--- src/rtl/cms_pkg.sv ---
package cms_pkg;

  localparam int NVAL_W   = 6;
  localparam int PSEL_W   = 2;
  localparam int TREG_W   = NVAL_W + PSEL_W;
  localparam int MAX_FAC  = 256;
  localparam int CNT_W    = $clog2(MAX_FAC * ((1 << NVAL_W) - 1) + 1);
  localparam int NUM_SETS = 2;
  localparam int SET_W    = (NUM_SETS > 1) ? $clog2(NUM_SETS) : 1;
  localparam int NUM_PH   = 3;   // 0 setup, 1 command, 2 recovery

  typedef enum logic [2:0] {
    ST_IDLE  = 3'd0,
    ST_SETUP = 3'd1,
    ST_CMD   = 3'd2,
    ST_WAIT  = 3'd3,
    ST_HOLD  = 3'd4,
    ST_REC   = 3'd5
  } seq_state_t;

  // Reset value for each phase register.
  function automatic logic [TREG_W-1:0] def_treg(input int ph);
    case (ph)
      0:       def_treg = TREG_W'(8'h01);
      1:       def_treg = TREG_W'(8'h06);
      default: def_treg = TREG_W'(8'h03);
    endcase
  endfunction

endpackage

--- src/rtl/cms_tmr_bank.sv ---
module cms_tmr_bank
  import cms_pkg::*;
#(
  parameter int              IDX_W    = 8,
  parameter logic [IDX_W-1:0] BASE_IDX = 8'h3A
) (
  input  logic                              clk,
  input  logic                              rst_n,
  input  logic                              cfg_we,
  input  logic [IDX_W-1:0]                  cfg_idx,
  input  logic [TREG_W-1:0]                 cfg_wdata,
  input  logic [SET_W-1:0]                  set_use,
  output logic [NUM_PH-1:0][TREG_W-1:0]     cur_regs
);

  logic [NUM_SETS-1:0][NUM_PH-1:0][TREG_W-1:0] regs_q;

  for (genvar g = 0; g < NUM_SETS; g++) begin : g_set
    for (genvar p = 0; p < NUM_PH; p++) begin : g_ph
      localparam logic [IDX_W-1:0] MY_IDX = BASE_IDX + IDX_W'(g * NUM_PH + p);
      logic              hit;
      logic [TREG_W-1:0] reg_d;

      always_comb begin
        hit   = cfg_we && (cfg_idx == MY_IDX);
        reg_d = hit ? cfg_wdata : regs_q[g][p];
      end

      always_ff @(posedge clk or negedge rst_n) begin
        if (!rst_n) regs_q[g][p] <= def_treg(p);
        else if (hit) regs_q[g][p] <= reg_d;
      end
    end
  end

  assign cur_regs = regs_q[set_use];

endmodule

--- src/rtl/cms_phase_len.sv ---
module cms_phase_len
  import cms_pkg::*;
(
  input  logic [TREG_W-1:0] treg,
  output logic [CNT_W-1:0]  len_m1   // phase length minus one = factor * count
);

  logic [CNT_W-1:0] nval;

  always_comb begin
    nval = CNT_W'(treg[NVAL_W-1:0]);
    case (treg[TREG_W-1 -: PSEL_W])
      2'd0:    len_m1 = nval;
      2'd1:    len_m1 = nval << 4;
      2'd2:    len_m1 = (nval << 6) + (nval << 2);
      default: len_m1 = nval << 8;
    endcase
  end

endmodule

--- src/rtl/cms_seq.sv ---
module cms_seq
  import cms_pkg::*;
#(
  parameter int ADDR_W = 26,
  parameter int DATA_W = 16
) (
  input  logic              clk,
  input  logic              rst_n,
  input  logic              start,
  input  logic              dir_wr,
  input  logic              attr,
  input  logic [SET_W-1:0]  set_in,
  input  logic [ADDR_W-1:0] addr_in,
  input  logic [DATA_W-1:0] wdata_in,
  input  logic [CNT_W-1:0]  s_len,
  input  logic [CNT_W-1:0]  c_len,
  input  logic [CNT_W-1:0]  r_len,
  input  logic              wait_n,
  input  logic [DATA_W-1:0] din,
  output logic [SET_W-1:0]  set_use,
  output logic              busy,
  output logic              done,
  output logic [DATA_W-1:0] rdata,
  output logic [1:0]        ce_n,
  output logic              attr_n,
  output logic [ADDR_W-1:0] addr,
  output logic [DATA_W-1:0] dout,
  output logic              doe,
  output logic              rd_n,
  output logic              wr_n
);

  seq_state_t        st_q, st_d;
  logic [CNT_W-1:0]  cnt_q, cnt_d;
  logic [ADDR_W-1:0] addr_q;
  logic [DATA_W-1:0] wdata_q, rdata_q;
  logic              wr_q, attr_q;
  logic [SET_W-1:0]  set_q;
  logic              load_en, cap_en, done_d;
  logic              busy_q, strb_q, busy_d, strb_d;
  logic              cmd_end;

  assign set_use = (st_q == ST_IDLE) ? set_in : set_q;

  // next-state logic
  always_comb begin
    st_d    = st_q;
    cnt_d   = cnt_q;
    load_en = 1'b0;
    cap_en  = 1'b0;
    done_d  = 1'b0;
    cmd_end = 1'b0;
    case (st_q)
      ST_IDLE: begin
        if (start) begin
          st_d    = ST_SETUP;
          cnt_d   = s_len;
          load_en = 1'b1;
        end
      end
      ST_SETUP: begin
        if (cnt_q == '0) begin
          st_d  = ST_CMD;
          cnt_d = c_len;
        end else begin
          cnt_d = cnt_q - 1'b1;
        end
      end
      ST_CMD: begin
        if (!wait_n && (cnt_q >= CNT_W'(2))) begin
          st_d = ST_WAIT;
        end else if (cnt_q == '0) begin
          cmd_end = 1'b1;
        end else begin
          cnt_d = cnt_q - 1'b1;
        end
      end
      ST_WAIT: begin
        if (wait_n) begin
          st_d  = ST_HOLD;
          cnt_d = CNT_W'(1);
        end
      end
      ST_HOLD: begin
        if (cnt_q == '0) cmd_end = 1'b1;
        else             cnt_d   = cnt_q - 1'b1;
      end
      ST_REC: begin
        if (cnt_q == '0) begin
          st_d   = ST_IDLE;
          done_d = 1'b1;
        end else begin
          cnt_d = cnt_q - 1'b1;
        end
      end
      default: st_d = ST_IDLE;
    endcase
    if (cmd_end) begin
      st_d   = ST_REC;
      cnt_d  = r_len;
      cap_en = !wr_q;
    end
    busy_d = (st_d != ST_IDLE);
    strb_d = (st_d == ST_CMD) || (st_d == ST_WAIT) || (st_d == ST_HOLD);
  end

  // state and control registers
  always_ff @(posedge clk or negedge rst_n) begin
    if (!rst_n) begin
      st_q   <= ST_IDLE;
      cnt_q  <= '0;
      busy_q <= 1'b0;
      strb_q <= 1'b0;
      done   <= 1'b0;
    end else begin
      st_q   <= st_d;
      cnt_q  <= cnt_d;
      busy_q <= busy_d;
      strb_q <= strb_d;
      done   <= done_d;
    end
  end

  // cycle parameters, loaded once per accepted start
  always_ff @(posedge clk or negedge rst_n) begin
    if (!rst_n) begin
      addr_q  <= '0;
      wdata_q <= '0;
      wr_q    <= 1'b0;
      attr_q  <= 1'b0;
      set_q   <= '0;
    end else if (load_en) begin
      addr_q  <= addr_in;
      wdata_q <= wdata_in;
      wr_q    <= dir_wr;
      attr_q  <= attr;
      set_q   <= set_in;
    end
  end

  // read capture at the edge ending the strobe
  always_ff @(posedge clk or negedge rst_n) begin
    if (!rst_n)      rdata_q <= '0;
    else if (cap_en) rdata_q <= din;
  end

  assign busy   = busy_q;
  assign rdata  = rdata_q;
  assign ce_n   = {2{!busy_q}};
  assign attr_n = !(busy_q && attr_q);
  assign addr   = addr_q;
  assign dout   = wdata_q;
  assign doe    = busy_q && wr_q;
  assign rd_n   = !(strb_q && !wr_q);
  assign wr_n   = !(strb_q && wr_q);

endmodule

--- src/rtl/card_mem_seq.sv ---
module card_mem_seq
  import cms_pkg::*;
#(
  parameter int ADDR_W = 26,
  parameter int DATA_W = 16,
  parameter int IDX_W  = 8,
  parameter logic [IDX_W-1:0] BASE_IDX = 8'h3A
) (
  input  logic              clk,
  input  logic              rst_n,
  input  logic              cfg_we,
  input  logic [IDX_W-1:0]  cfg_idx,
  input  logic [7:0]        cfg_wdata,
  input  logic              host_start,
  input  logic              host_write,
  input  logic              host_attr,
  input  logic              host_set,
  input  logic [ADDR_W-1:0] host_addr,
  input  logic [DATA_W-1:0] host_wdata,
  output logic              host_busy,
  output logic              host_done,
  output logic [DATA_W-1:0] host_rdata,
  output logic [1:0]        card_ce_n,
  output logic              card_attr_n,
  output logic [ADDR_W-1:0] card_addr,
  output logic [DATA_W-1:0] card_dout,
  output logic              card_doe,
  output logic              card_rd_n,
  output logic              card_wr_n,
  input  logic              card_wait_n,
  input  logic [DATA_W-1:0] card_din
);

  // asynchronous assert, synchronous release
  logic [1:0] rs_q;
  logic       rst_int_n;
  always_ff @(posedge clk or negedge rst_n) begin
    if (!rst_n) rs_q <= 2'b00;
    else        rs_q <= {rs_q[0], 1'b1};
  end
  assign rst_int_n = rs_q[1];

  logic [SET_W-1:0]              set_use;
  logic [NUM_PH-1:0][TREG_W-1:0] cur_regs;
  logic [NUM_PH-1:0][CNT_W-1:0]  lens;

  cms_tmr_bank #(.IDX_W(IDX_W), .BASE_IDX(BASE_IDX)) u_bank (
    .clk       (clk),
    .rst_n     (rst_int_n),
    .cfg_we    (cfg_we),
    .cfg_idx   (cfg_idx),
    .cfg_wdata (TREG_W'(cfg_wdata)),
    .set_use   (set_use),
    .cur_regs  (cur_regs)
  );

  for (genvar p = 0; p < NUM_PH; p++) begin : g_len
    cms_phase_len u_len (
      .treg   (cur_regs[p]),
      .len_m1 (lens[p])
    );
  end

  cms_seq #(.ADDR_W(ADDR_W), .DATA_W(DATA_W)) u_seq (
    .clk      (clk),
    .rst_n    (rst_int_n),
    .start    (host_start),
    .dir_wr   (host_write),
    .attr     (host_attr),
    .set_in   (SET_W'(host_set)),
    .addr_in  (host_addr),
    .wdata_in (host_wdata),
    .s_len    (lens[0]),
    .c_len    (lens[1]),
    .r_len    (lens[2]),
    .wait_n   (card_wait_n),
    .din      (card_din),
    .set_use  (set_use),
    .busy     (host_busy),
    .done     (host_done),
    .rdata    (host_rdata),
    .ce_n     (card_ce_n),
    .attr_n   (card_attr_n),
    .addr     (card_addr),
    .dout     (card_dout),
    .doe      (card_doe),
    .rd_n     (card_rd_n),
    .wr_n     (card_wr_n)
  );

endmodule

--- config.mk ---
export PLATFORM = sky130hd
export DESIGN_NAME = card_mem_seq
export DESIGN_NICKNAME = d
export VERILOG_FILES = /design/src/rtl/cms_pkg.sv /design/src/rtl/cms_tmr_bank.sv /design/src/rtl/cms_phase_len.sv /design/src/rtl/cms_seq.sv /design/src/rtl/card_mem_seq.sv
export SDC_FILE = /design/constraint.sdc
export NUM_CORES = 1
export LEC_CHECK = 0
export BUFFER_PORTS_ARGS = -buffer_cell sky130_fd_sc_hd__buf_2
export CAP_MARGIN = 20
export CELL_PAD_IN_SITES_DETAIL_PLACEMENT = 0
export CELL_PAD_IN_SITES_GLOBAL_PLACEMENT = 2
export CORE_MARGIN = 2
export CORE_UTILIZATION = 40
export CTS_CLUSTER_SIZE = 30
export DETAILED_ROUTE_END_ITERATION = 16
export PLACE_DENSITY_LB_ADDON = 0.1
export SYNTH_ARGS = -nofsm -noshare
export SYNTH_HDL_FRONTEND = slang
export SYNTH_HIERARCHICAL = 1
export SYNTH_SLANG_ARGS = --single-unit
--- constraint.sdc ---
create_clock -name clk -period 12.5 [get_ports clk]
set_input_delay 0 -clock clk [delete_from_list [all_inputs] [get_ports clk]]
set_output_delay 0 -clock clk [all_outputs]
set_load 0.03 [all_outputs]
# Word-level counts from Yosys, hierarchy flattened
# Index checks and enable logic that the tools add are counted.
# op_classes
n_addsub	4
n_mul	0
div	0
magnitude_cmp	2
n_eq_ne	23
shift	0
muxes	27
bitwise_logic	0
n_reduce_logical	28
# op_table
operator	count
case mux 14 bit (3 select lines)	3
two-way mux 14 bit	6
case mux 14 bit (5 select lines)	1
equality test 8 x 6 -> 1 bit, second input constant	6
two-way mux 24 bit	2
adder 12 x 8 -> 13 bit	3
two-way mux 3 bit	6
case mux 3 bit (6 select lines)	1
greater-or-equal comparator 14 x 2 -> 1 bit, second input constant	1
zero test 14 bit	1
subtractor 14 x 1 -> 14 bit, second input constant	1
equality test 3 x 2 -> 1 bit, second input constant	4
logical AND 1 bit	11
equality test 3 bit, second input constant	3
!= test 3 x 2 -> 1 bit, second input constant	3
two-way mux 1 bit	7
equality test 2 x 1 -> 1 bit, second input constant	3
equality test 2 bit, second input constant	3
zero test 1 bit	6
zero test 2 bit	3
nonzero test 6 bit	1
AND reduction 4 bit	1
equality test 3 x 1 -> 1 bit, second input constant	1
zero test 3 bit	1
other kinds (5)	6
# word_totals
register_bits	131
latch_bits	0
mem_bits_rw	0
mem_bits_ro	0
output_inout_bits	66
mem_count	0

# Longest topological paths before layout
# Gate-level depths: netlist of the first run.
# logic_depth
word_depth	9
mapped_depth	15

# Cells and area by module
# The synthesis of the first run kept the hierarchy.
# modules_own_cells
mod	instances	cells_each	area_each_um2	seq_area_each_um2
cms_seq	1	331	4025.1	2026.9
cms_tmr_bank	1	140	2215.9	1213.7
cms_phase_len	3	51	407.9	0.0
card_mem_seq	1	3	53.8	50.0

# Least setup slack after synthesis of the first run
# No wires, ideal clock.
# synth_timing
path_type	reg2reg
from	register u_seq.st_q[1]
to	register u_seq.cnt_q[8]
t_arrival_ns	3.372
path_slack_ns	9.005
path_stages_with_launch	16
cell_sequence	dfrtp_1 -> buf_6 -> nor3_1 -> nand2_1 -> nand2_1 -> clkbuf_1 -> clkbuf_1 -> mux2_2 -> ha_1 -> fa_1 -> xnor2_1 -> o21ai_0 -> a22o_1 -> a22oi_1 -> nand3_1 -> o221a_2
# synth_rtl
element	line_no	text
start, declared	cms_seq.sv:33	seq_state_t st_q, st_d;
start signal, assigned	cms_seq.sv:116	st_q <= st_d;
end signal, assigned	cms_seq.sv:117	cnt_q <= cnt_d;
end, declared	cms_seq.sv:34	logic [CNT_W-1:0] cnt_q, cnt_d;

==> results of run 1 <==
-- per-layer routing --
layer	track usage [%]	routed length, µm	vias up
met5	0	0	-
met2	35.10	9768	151
met3	5.061	923	14
met1	26.95	9026	2857
li1	-	-	2714
met4	4.737	167	0
-- registers in the layout (all words and copies together), names as in the netlist --
name	count
u_seq/cnt_q	14
rs_q	2
u_seq/dout	16
u_seq/rdata	16
u_seq/set_q	1
u_seq/busy	1
u_seq/attr_q	1
u_seq/strb_q	1
u_seq/addr	26
u_seq/st_q	3
u_bank/regs_q	48
u_seq/done	1
u_seq/wr_q	1
-- timing repair --
action                                  CTS  global route
hold buffers                             72             0
endpoints found under the setup margin    0             0
hold endpoints to repair                112             0
-- power by group --
part / leakage, nW / switching, mW / internal, mW
clock: 0.287 / 0.210 / 0.301
combinational: 2.48 / 0.502 / 0.328
sequential: 1.62 / 0.0997 / 0.547
-- cells by family (layout without fill, tap and decap cells) --
family          after synthesis  in the layout  synth area share [%]
simple gates                156            156                 14.31
mux                         150            150                 22.27
flops                       131            131                 43.77
compound gates              113            113                 11.22
buf+inv                      53            267                 4.859
xor+xnor                     12             12                 1.398
fa+ha+maj                    11             11                 2.130
other cells                   1              1               0.04988
-- worst min-delay path by stage --
| stage | endpoint | slack, ps | cells after the start |
|---|---|---|---|
| 6_report | u_seq/addr[17]$_DFFE_PN0P_ | 110 | 3 |
| 3_3_place_gp | rs_q[0]$_DFF_PN0_ | -210 | 1 |
| 3_5_place_dp | rs_q[0]$_DFF_PN0_ | -210 | 1 |
| 5_1_grt | u_seq/addr[17]$_DFFE_PN0P_ | 110 | 3 |
| 2_1_floorplan | rs_q[0]$_DFF_PN0_ | -300 | 0 |
| 4_1_cts | u_bank/regs_q[31]$_DFFE_PN0P_ | 120 | 4 |
-- synthesized netlist by cell type (10+ instances only) --
| cell type | n | area [µm²] |
|---|---|---|
| mux2_2 | 133 | 1498 |
| dfrtp_1 | 121 | 3028 |
| nand2_1 | 29 | 108.9 |
| nor2_1 | 27 | 101.4 |
| o21ai_0 | 20 | 100.1 |
| a21oi_1 | 17 | 85.08 |
| buf_6 | 16 | 180.2 |
| mux2i_1 | 15 | 150.1 |
| inv_1 | 11 | 41.29 |
| buf_2 | 10 | 50.05 |
| dfstp_2 | 10 | 262.8 |
| nor2b_1 | 10 | 62.56 |
-- tightest hold or removal path, cell delays in order --
cell and delay (ps):
buf_2 90, and2_2 230, mux2_2 170
-- final cells by class --
| cell class | instances | share of cell area, % |
|---|---|---|
| sequential | 131 | 34.33 |
| multi-input combinational | 443 | 40.27 |
| tap | 234 | 3.051 |
| clock buffer | 18 | 4.473 |
| timing repair buffer | 224 | 15.70 |
| clock inverter | 14 | 1.747 |
| inverter | 11 | 0.4303 |
-- cells in the final DEF (no fill, tap or decap), drive strengths merged, types with 9 or more instances in the layout --
master       synthesis  routed
mux2               135     135
dfrtp              121     121
nor2                27      27
a22o                10      10
mux2i               15      15
inv                 11      19
nand2               32      32
a21oi               18      18
nor2b               13      13
dlygate4sd3          0      72
clkbuf               7      18
buf                 35     152
xnor2                9       9
dfstp               10      10
o21ai               24      24
==> results.toml, run 1 <==
[status]
outcome = "finished, final reports clean"

[sta]
rsz0062_at_grt = "no"
tightest_slew_ps = 951.5
setup_slack_ps = 8755
finalSetupViolCount = 0
fin_crit_ps = 3746
tns_ps = 0
timing.hold.ws_ps = 105.6
period_share_pct = 29.96
fmax_mhz = 267.0
skew_ps = 13.39
final-hold-violation-count = 0
max_slew_margin_pct = 36.57
final_max_slew_viol_count = 0

[placement]
post-dp-hpwl_um = 13750
portBuffers = 147
routabilityCongestion = 0.8536
place_area_um2 = 8258
dp.cells = 970
post-place-ws_ps = 8800

[setup_path]
critPathCapture = "u_seq/cnt_q[8]$_DFFE_PN0P_"
arrival_ps = 4050
timing.rr.start = "u_seq/st_q[0]$_DFF_PN0_"
ff2ff_path_depth = 13
ff2ff_setup_slack_ps = 8750
worstPathRequired_ps = 12810
crit_chain = "nor3_1 -> nand2_1 -> nand2_1 -> buf_4 -> mux2_2 -> ha_1 -> fa_1 -> xnor2_1 -> o21ai_0 -> a22o_1 -> a22oi_1 -> nand3_1 -> o221a_2"
crit_cells = 13
r2r-end = "u_seq/cnt_q[8]$_DFFE_PN0P_"
critPathLaunch = "u_seq/st_q[0]$_DFF_PN0_"
crit_family = "compound AO/OA/AOI/OAI gates"
path_class = "flip-flop to flip-flop"
crit_buf_inv = 1
critPathMaxStageDelay_ps = 600
crit_top_cell = "nand2_1"
cp-end-kind = "flip-flop"
crit_path_start_kind = "flip-flop"
crit_path_max_fanout = 24
crit_path_top_delay_cell = "dfrtp_1"

[final_layout]
seq_area_um2 = 3294
area_growth_pct = 27.63
n_fill_cell = 1643
fin_area_um2 = 9595
fin_nets = 921
final_util_pct = 51.64
layout.cells.non_filler = 1075
insertedDiodeCount = 0
multi_input_area_um2 = 3864
layout-drive-gt1-share_pct = 44.23

[clock_tree]
cts_tree = "yes"
clockRootBuffer = "clkbuf_16"
clock_latency_ps = 420
cts_buffer_depth = 2
clkSinkCount = 131
cts_buffers = 17
post-cts-setup-buffers = 0
ctsHtreeMaxLevel = 4
clk_pin_slew_ps = 70
cts_resized = 0

[detailed_routing]
drt_pass1_iterations = 5
drt_wl_total_um = 19890
drt_iter0_markers = 289
drc = 0
via_per_inst = 5.336
wire_per_inst_um = 18.50
ant_nets = 0
via_count = 5736

[grt]
grt_max_degree = 71
overflow = 0
grt_pass1_wl_um = 32310
first_global_vias = 6074
track_usage_pct = 20.73
antenna_found_initial = 0

[synthesis]
syn_nets = 720
seq_area_frac_synth_pct = 43.77
async_reset_ff_share_pct = 100.0
synth-edff-count = 0
synth_ff_type = "dfrtp_1"
synth.yosys.warnings = 6
synth_area_per_cell_um2 = 11.99
syn_inst = 627
synth_cell_type_count = 80
netlist_area_um2 = 7518
ys_seq_elements = 131

[job]
maxCapViolCount = 0

[floorplanning]
initial_core_util_pct = 40.46
num_rows = 50
fp.dieH_um = 141.1
core_area_um2 = 18580
die_width_um = 141.1
pin_count = 148
dieArea_um2 = 19910

[power_and_ir_drop]
power-per-cell-area_nw_per_um2 = 207.1
ir_drop_uv = 143.2
power_mw = 1.988
power_leakage_nw = 4.395

[hold_path]
min_from = "host_start"
hp-class = "primary input to flip-flop"
No activity file was read; power rests on OpenSTA's default activity.
==> run 2, diff against run 1 <==
- CORE_UTILIZATION: 40 -> 37
- clock period: 12.5 -> 3.8 ns (I/O delays scaled with it)
==> run 2 against run 1 <==
Global-route usage decreased by 1.4 points. Via count increased by 0.17%. Core utilization decreased by 3.7 points. Setup slack got worse by 8300 ps. Clock power increased to 3.1 times the previous value. Register-to-register slack got worse by 8300 ps. Power increased to 3.3 times the previous value. Fmax increased by 11%. Hold slack improved by 40 ps. Clock skew about the same. Highest routed layer unchanged.
==> results.toml, run 2 (same netlist as run 1, synthesis figures left out) <==
[sta]
tightest_slew_ps = 946.0
skew_ps = 13.56
period_share_pct = 89.13
timing.hold.ws_ps = 145.2
fin_crit_ps = 3387
rsz0062_at_grt = "no"
tns_ps = 0
finalSetupViolCount = 0
final-hold-violation-count = 0
fmax_mhz = 295.2
final_max_slew_viol_count = 0
max_slew_margin_pct = 36.93

[grt]
gr-usage-met3_pct = 5.031
grt_pass1_wl_um = 32800
busiest_layer = "met2"
gr-usage-met1_pct = 25.41
grt_use_met2_pct = 31.70
overflow = 0
grt_max_degree = 71
track_usage_pct = 19.33
antenna_found_initial = 0
first_global_vias = 6141

[floorplanning]
die_width_um = 146.6
dieArea_um2 = 21480
core_area_um2 = 20100
fp.dieH_um = 146.6
num_rows = 52
pin_count = 148
initial_core_util_pct = 37.40

[detailed_routing]
wire_per_inst_um = 18.19
drt_wl_total_um = 20300
drc = 0
ant_nets = 0
drt_pass1_iterations = 4
drt_iter0_markers = 276
via_count = 5746
via_per_inst = 5.149

[final_layout]
layout-drive-gt1-share_pct = 44.68
layout.cells.non_filler = 1116
final_common_cell = "buf_2"
top_register = "u_bank/regs_q"
largest_reg_flops = 48
most-common-layout-cells = "buf_2 (147), mux2_2 (133), dfrtp_1 (120)"
area_growth_pct = 28.32
fin_nets = 926
insertedDiodeCount = 0
fin_area_um2 = 9648

[setup_path]
cp-end-kind = "flip-flop"
arrival_ps = 3700
ff2ff_setup_slack_ps = 410
crit_top_cell = "nand2_1"
crit_path_start_kind = "flip-flop"
crit_chain = "nor3_1 -> nand2_1 -> nand2_1 -> buf_4 -> mux2_2 -> fa_1 -> xnor2_1 -> o21ai_0 -> a22o_1 -> a22oi_1 -> nand3_1 -> o221a_2"
path_class = "flip-flop to flip-flop"
r2r-end = "u_seq/cnt_q[8]$_DFFE_PN0P_"
critPathMaxStageDelay_ps = 480
crit_path_max_fanout = 13
crit_family = "simple AND/OR/NAND/NOR gates"
ff2ff_path_depth = 12
crit_buf_inv = 1
worstPathRequired_ps = 4110
crit_path_top_delay_cell = "fa_1"
timing.rr.start = "u_seq/st_q[2]$_DFF_PN0_"
crit_cells = 12

[hold_path]
holdPathEnd = "u_bank/regs_q[31]$_DFFE_PN0P_"
holdPathStages = 4
hp-class = "primary input to flip-flop"
min_from = "cfg_idx[5]"

[clock_tree]
cts_resized = 0
cts_tree = "yes"
clockRootBuffer = "clkbuf_16"
clock_latency_ps = 430
clkSinkCount = 131
ctsHtreeMaxLevel = 4
cts_buffer_depth = 2
cts_buffers = 17
clk_pin_slew_ps = 60

[power_and_ir_drop]
power_mw = 6.471
power-per-cell-area_nw_per_um2 = 670.7
ir_drop_uv = 412.7
power_leakage_nw = 4.407

[job]
maxCapViolCount = 0

[placement]
routabilityCongestion = 0.7798
dp.cells = 1012
portBuffers = 147
post-dp-hpwl_um = 14270
place_area_um2 = 8361

[status]
outcome = "finished, final reports clean"
## run 2: cell count changes in the layout (fill, tap and decap cells not counted), sizes merged
cell / change
buf: +5
bufinv: -2
clkbuf: +1
clkinv: +1
clkinvlp: +1
inv: -1
## run 2: where the power goes
group | switching [mW] | internal, mW | leakage (nW)
Combinational | 1.70 | 1.10 | 2.51
Sequential | 0.294 | 1.80 | 1.62
Clock | 0.694 | 0.891 | 0.273
Total | 2.68 | 3.79 | 4.41
## run 2: per-layer routing
layer,vias up,share of wire [%]
met5,-,0
met3,14,5.7
li1,2722,-
met4,0,1.1
met1,2851,45
met2,159,48
## run 2: how the worst max path moves through the flow
stage                       startpoint                    endpoint  slack [ps]
2_1_floorplan  u_seq/st_q[1]$_DFF_PN0_  u_seq/cnt_q[8]$_DFFE_PN0P_         300
4_1_cts        u_seq/st_q[2]$_DFF_PN0_  u_seq/cnt_q[8]$_DFFE_PN0P_         420
6_report       u_seq/st_q[2]$_DFF_PN0_  u_seq/cnt_q[8]$_DFFE_PN0P_         410
5_1_grt        u_seq/st_q[1]$_DFF_PN0_  u_seq/cnt_q[8]$_DFFE_PN0P_         140
3_5_place_dp   u_seq/st_q[2]$_DFF_PN0_  u_seq/cnt_q[8]$_DFFE_PN0P_         440
3_3_place_gp   u_seq/st_q[1]$_DFF_PN0_  u_seq/cnt_q[8]$_DFFE_PN0P_         470
## run 2: metrics by stage
| stage | setup WS, ps | util [%] |
|---|---|---|
| 3_3_place_gp | 470.1 | 41.59 |
| 4_1_cts | 423.9 | 47.99 |
| 2_1_floorplan | 305.0 | - |
| 6_report | 412.9 | 47.99 |
| 5_1_grt | 144.3 | 47.99 |
| 3_5_place_dp | 441.6 | 41.59 |
## run 2: final cells by class
| cell class | count | area (µm²) |
|---|---|---|
| Clock buffer | 19 | 452.9 |
| Clock inverter | 13 | 113.9 |
| Fill cell | 1851 | 10460 |
| Inverter | 11 | 41.29 |
| Multi-Input combinational cell | 443 | 3864 |
| Sequential cell | 131 | 3294 |
| Tap cell | 270 | 337.8 |
| Timing Repair Buffer | 229 | 1544 |
## run 2: tightest hold or removal path, stage by stage
cell and delay (ps):
buf_2 120, nand4b_4 110, nor4b_4 100, mux2_1 200
## run 2: what timing repair did
item / 4_1_cts / 5_1_grt
hold buffers: 72 / 0
endpoints found under the hold margin: 112 / 0
buffers inserted: 0 / 0
==> run 3, diff against run 2 <==
- CELL_PAD_IN_SITES_DETAIL_PLACEMENT: 0 -> 1
==> run 3 against run 2 <==
Combinational power increased by 2%. Non-clock buffer count is the same. Sequential cell count unchanged. Final cell count unchanged. Fmax is 1.3% lower. Hold slack better by 8.8 ps. First-iteration DRC count down 17%. Register-to-register slack got worse by 50 ps. Sequential share of layout area shrank 0.16 points.
==> results.toml, run 3 (same netlist as run 1, synthesis figures left out) <==
[final_layout]
layout-drive-gt1-share_pct = 44.68
top_register = "u_bank/regs_q"
layout.cells.non_filler = 1116
largest_reg_flops = 48
fin_nets = 926
insertedDiodeCount = 0
most-common-layout-cells = "buf_2 (147), mux2_2 (133), dfrtp_1 (120)"
area_growth_pct = 28.92
final_common_cell = "buf_2"
n_fill_cell = 2144

[setup_path]
ff2ff_setup_slack_ps = 370
crit_path_top_delay_cell = "fa_1"
critPathMaxStageDelay_ps = 500
crit_path_max_fanout = 13
cp-end-kind = "flip-flop"
crit_buf_inv = 1
worstPathRequired_ps = 4110
crit_family = "simple AND/OR/NAND/NOR gates"
crit_path_start_kind = "flip-flop"
critPathLaunch = "u_seq/st_q[2]$_DFF_PN0_"
timing.rr.start = "u_seq/st_q[2]$_DFF_PN0_"
r2r-end = "u_seq/cnt_q[8]$_DFFE_PN0P_"
crit_top_cell = "nand2_1"
path_class = "flip-flop to flip-flop"
ff2ff_path_depth = 12
arrival_ps = 3740
crit_chain = "nor3_1 -> nand2_1 -> nand2_1 -> buf_4 -> mux2_2 -> fa_1 -> xnor2_1 -> o21ai_0 -> a22o_1 -> a22oi_1 -> nand3_1 -> o221a_2"

[sta]
rsz0062_at_grt = "no"
final_max_slew_viol_count = 0
fmax_mhz = 291.4
setup_slack_ps = 367.8
finalSetupViolCount = 0
tightest_slew_ps = 961.3
max_slew_margin_pct = 35.91
final-hold-violation-count = 0
tns_ps = 0
skew_ps = 13.01
period_share_pct = 90.32
fin_crit_ps = 3432

[detailed_routing]
ant_nets = 0
wire_per_inst_um = 20.05
drt_pass1_iterations = 4
drt_wl_total_um = 22380
drt_iter0_markers = 229
via_count = 5884
drc = 0
via_per_inst = 5.272

[clock_tree]
clock_latency_ps = 420
clockRootBuffer = "clkbuf_16"
clkSinkCount = 131
clk_pin_slew_ps = 70
cts_buffer_depth = 2
cts_buffers = 17
post-cts-setup-buffers = 0
cts_tree = "yes"
ctsHtreeMaxLevel = 4

[job]
maxCapViolCount = 0

[placement]
post-dp-hpwl_um = 15140
routabilityCongestion = 0.7798
dp.cells = 1012
post-place-ws_ps = 421.1
portBuffers = 147

[floorplanning]
fp.dieH_um = 146.6
core_area_um2 = 20100
dieArea_um2 = 21480
pin_count = 148
initial_core_util_pct = 37.40
num_rows = 52
die_width_um = 146.6

[grt]
antenna_found_initial = 0
grt_pass1_wl_um = 36650
track_usage_pct = 21.66
first_global_vias = 6566
grt_max_degree = 71
overflow = 0

[power_and_ir_drop]
power_mw = 6.708
power-per-cell-area_nw_per_um2 = 692.0
power_leakage_nw = 4.434
ir_drop_uv = 561.1

[hold_path]
holdPathStages = 4
hp-class = "primary input to flip-flop"
holdPathEnd = "u_bank/regs_q[31]$_DFFE_PN0P_"
min_from = "cfg_idx[5]"

[status]
outcome = "finished, final reports clean"
[run 3: layout make-up]
cell class | count | area, µm² | share of cell area, %
clock buffer | 17 | 425.4 | 4.389
clock inverter | 15 | 186.4 | 1.923
inverter | 11 | 41.29 | 0.4260
multi-input combinational | 443 | 3864 | 39.86
sequential | 131 | 3294 | 33.99
tap | 270 | 337.8 | 3.485
timing repair buffer | 229 | 1544 | 15.93
[run 3: stage by stage]
| stage | cell area, µm² | utilization [%] | hold WS, ps |
|---|---|---|---|
| CTS | 9693 | 48.21 | 134.6 |
| finish | 9693 | 48.21 | 154.0 |
| floorplan | 7520 | - | -295.6 |
| global route | 9693 | 48.21 | 162.9 |
| global placement | 8361 | 41.59 | -214.4 |
| detailed placement | 8361 | 41.59 | -209.5 |
[run 3: report_power, final]
group,total [mW],switching [mW],internal (mW),leakage (nW)
combinational,2.84,1.74,1.10,2.51
clock,1.74,0.736,1.00,0.300
sequential,2.13,0.329,1.80,1.62
[run 3: what timing repair did]
action | 4_1_cts | 5_1_grt
resized for setup | 0 | 0
setup endpoints to repair | 0 | 0
hold buffers | 72 | 0
endpoints found under the hold margin | 112 | 0
[run 3: metal layers]
layer  vias up  global-route usage (%)  share of wire, %
li1       2735                       -                 -
met1      2976                   28.25                45
met2       152                   36.75                49
met3        21                   4.594               4.6
met4         0                   5.631               1.3
met5         -                       0                 0
[run 3: how the worst max path moves through the flow]
stage / cells past startpoint / end / slack (ps)
CTS: 12 / u_seq/cnt_q[8]$_DFFE_PN0P_ / 400
global route: 12 / u_seq/cnt_q[8]$_DFFE_PN0P_ / 160
floorplan: 15 / u_seq/cnt_q[8]$_DFFE_PN0P_ / 300
global placement: 11 / u_seq/cnt_q[8]$_DFFE_PN0P_ / 470
detailed placement: 12 / u_seq/cnt_q[8]$_DFFE_PN0P_ / 420
finish: 12 / u_seq/cnt_q[8]$_DFFE_PN0P_ / 370
[run 3: worst register-to-register path: cells and delay by family (launching register included)]
kind                     cells  cell delay, ps
flip-flops                   1             390
multiplexers                 1             430
buffers and inverters        1             290
AND/OR/NAND/NOR              4             800
XOR/XNOR                     1             200
adder cells (fa/ha/maj)      1             500
AO/OA/AOI/OAI                4             720
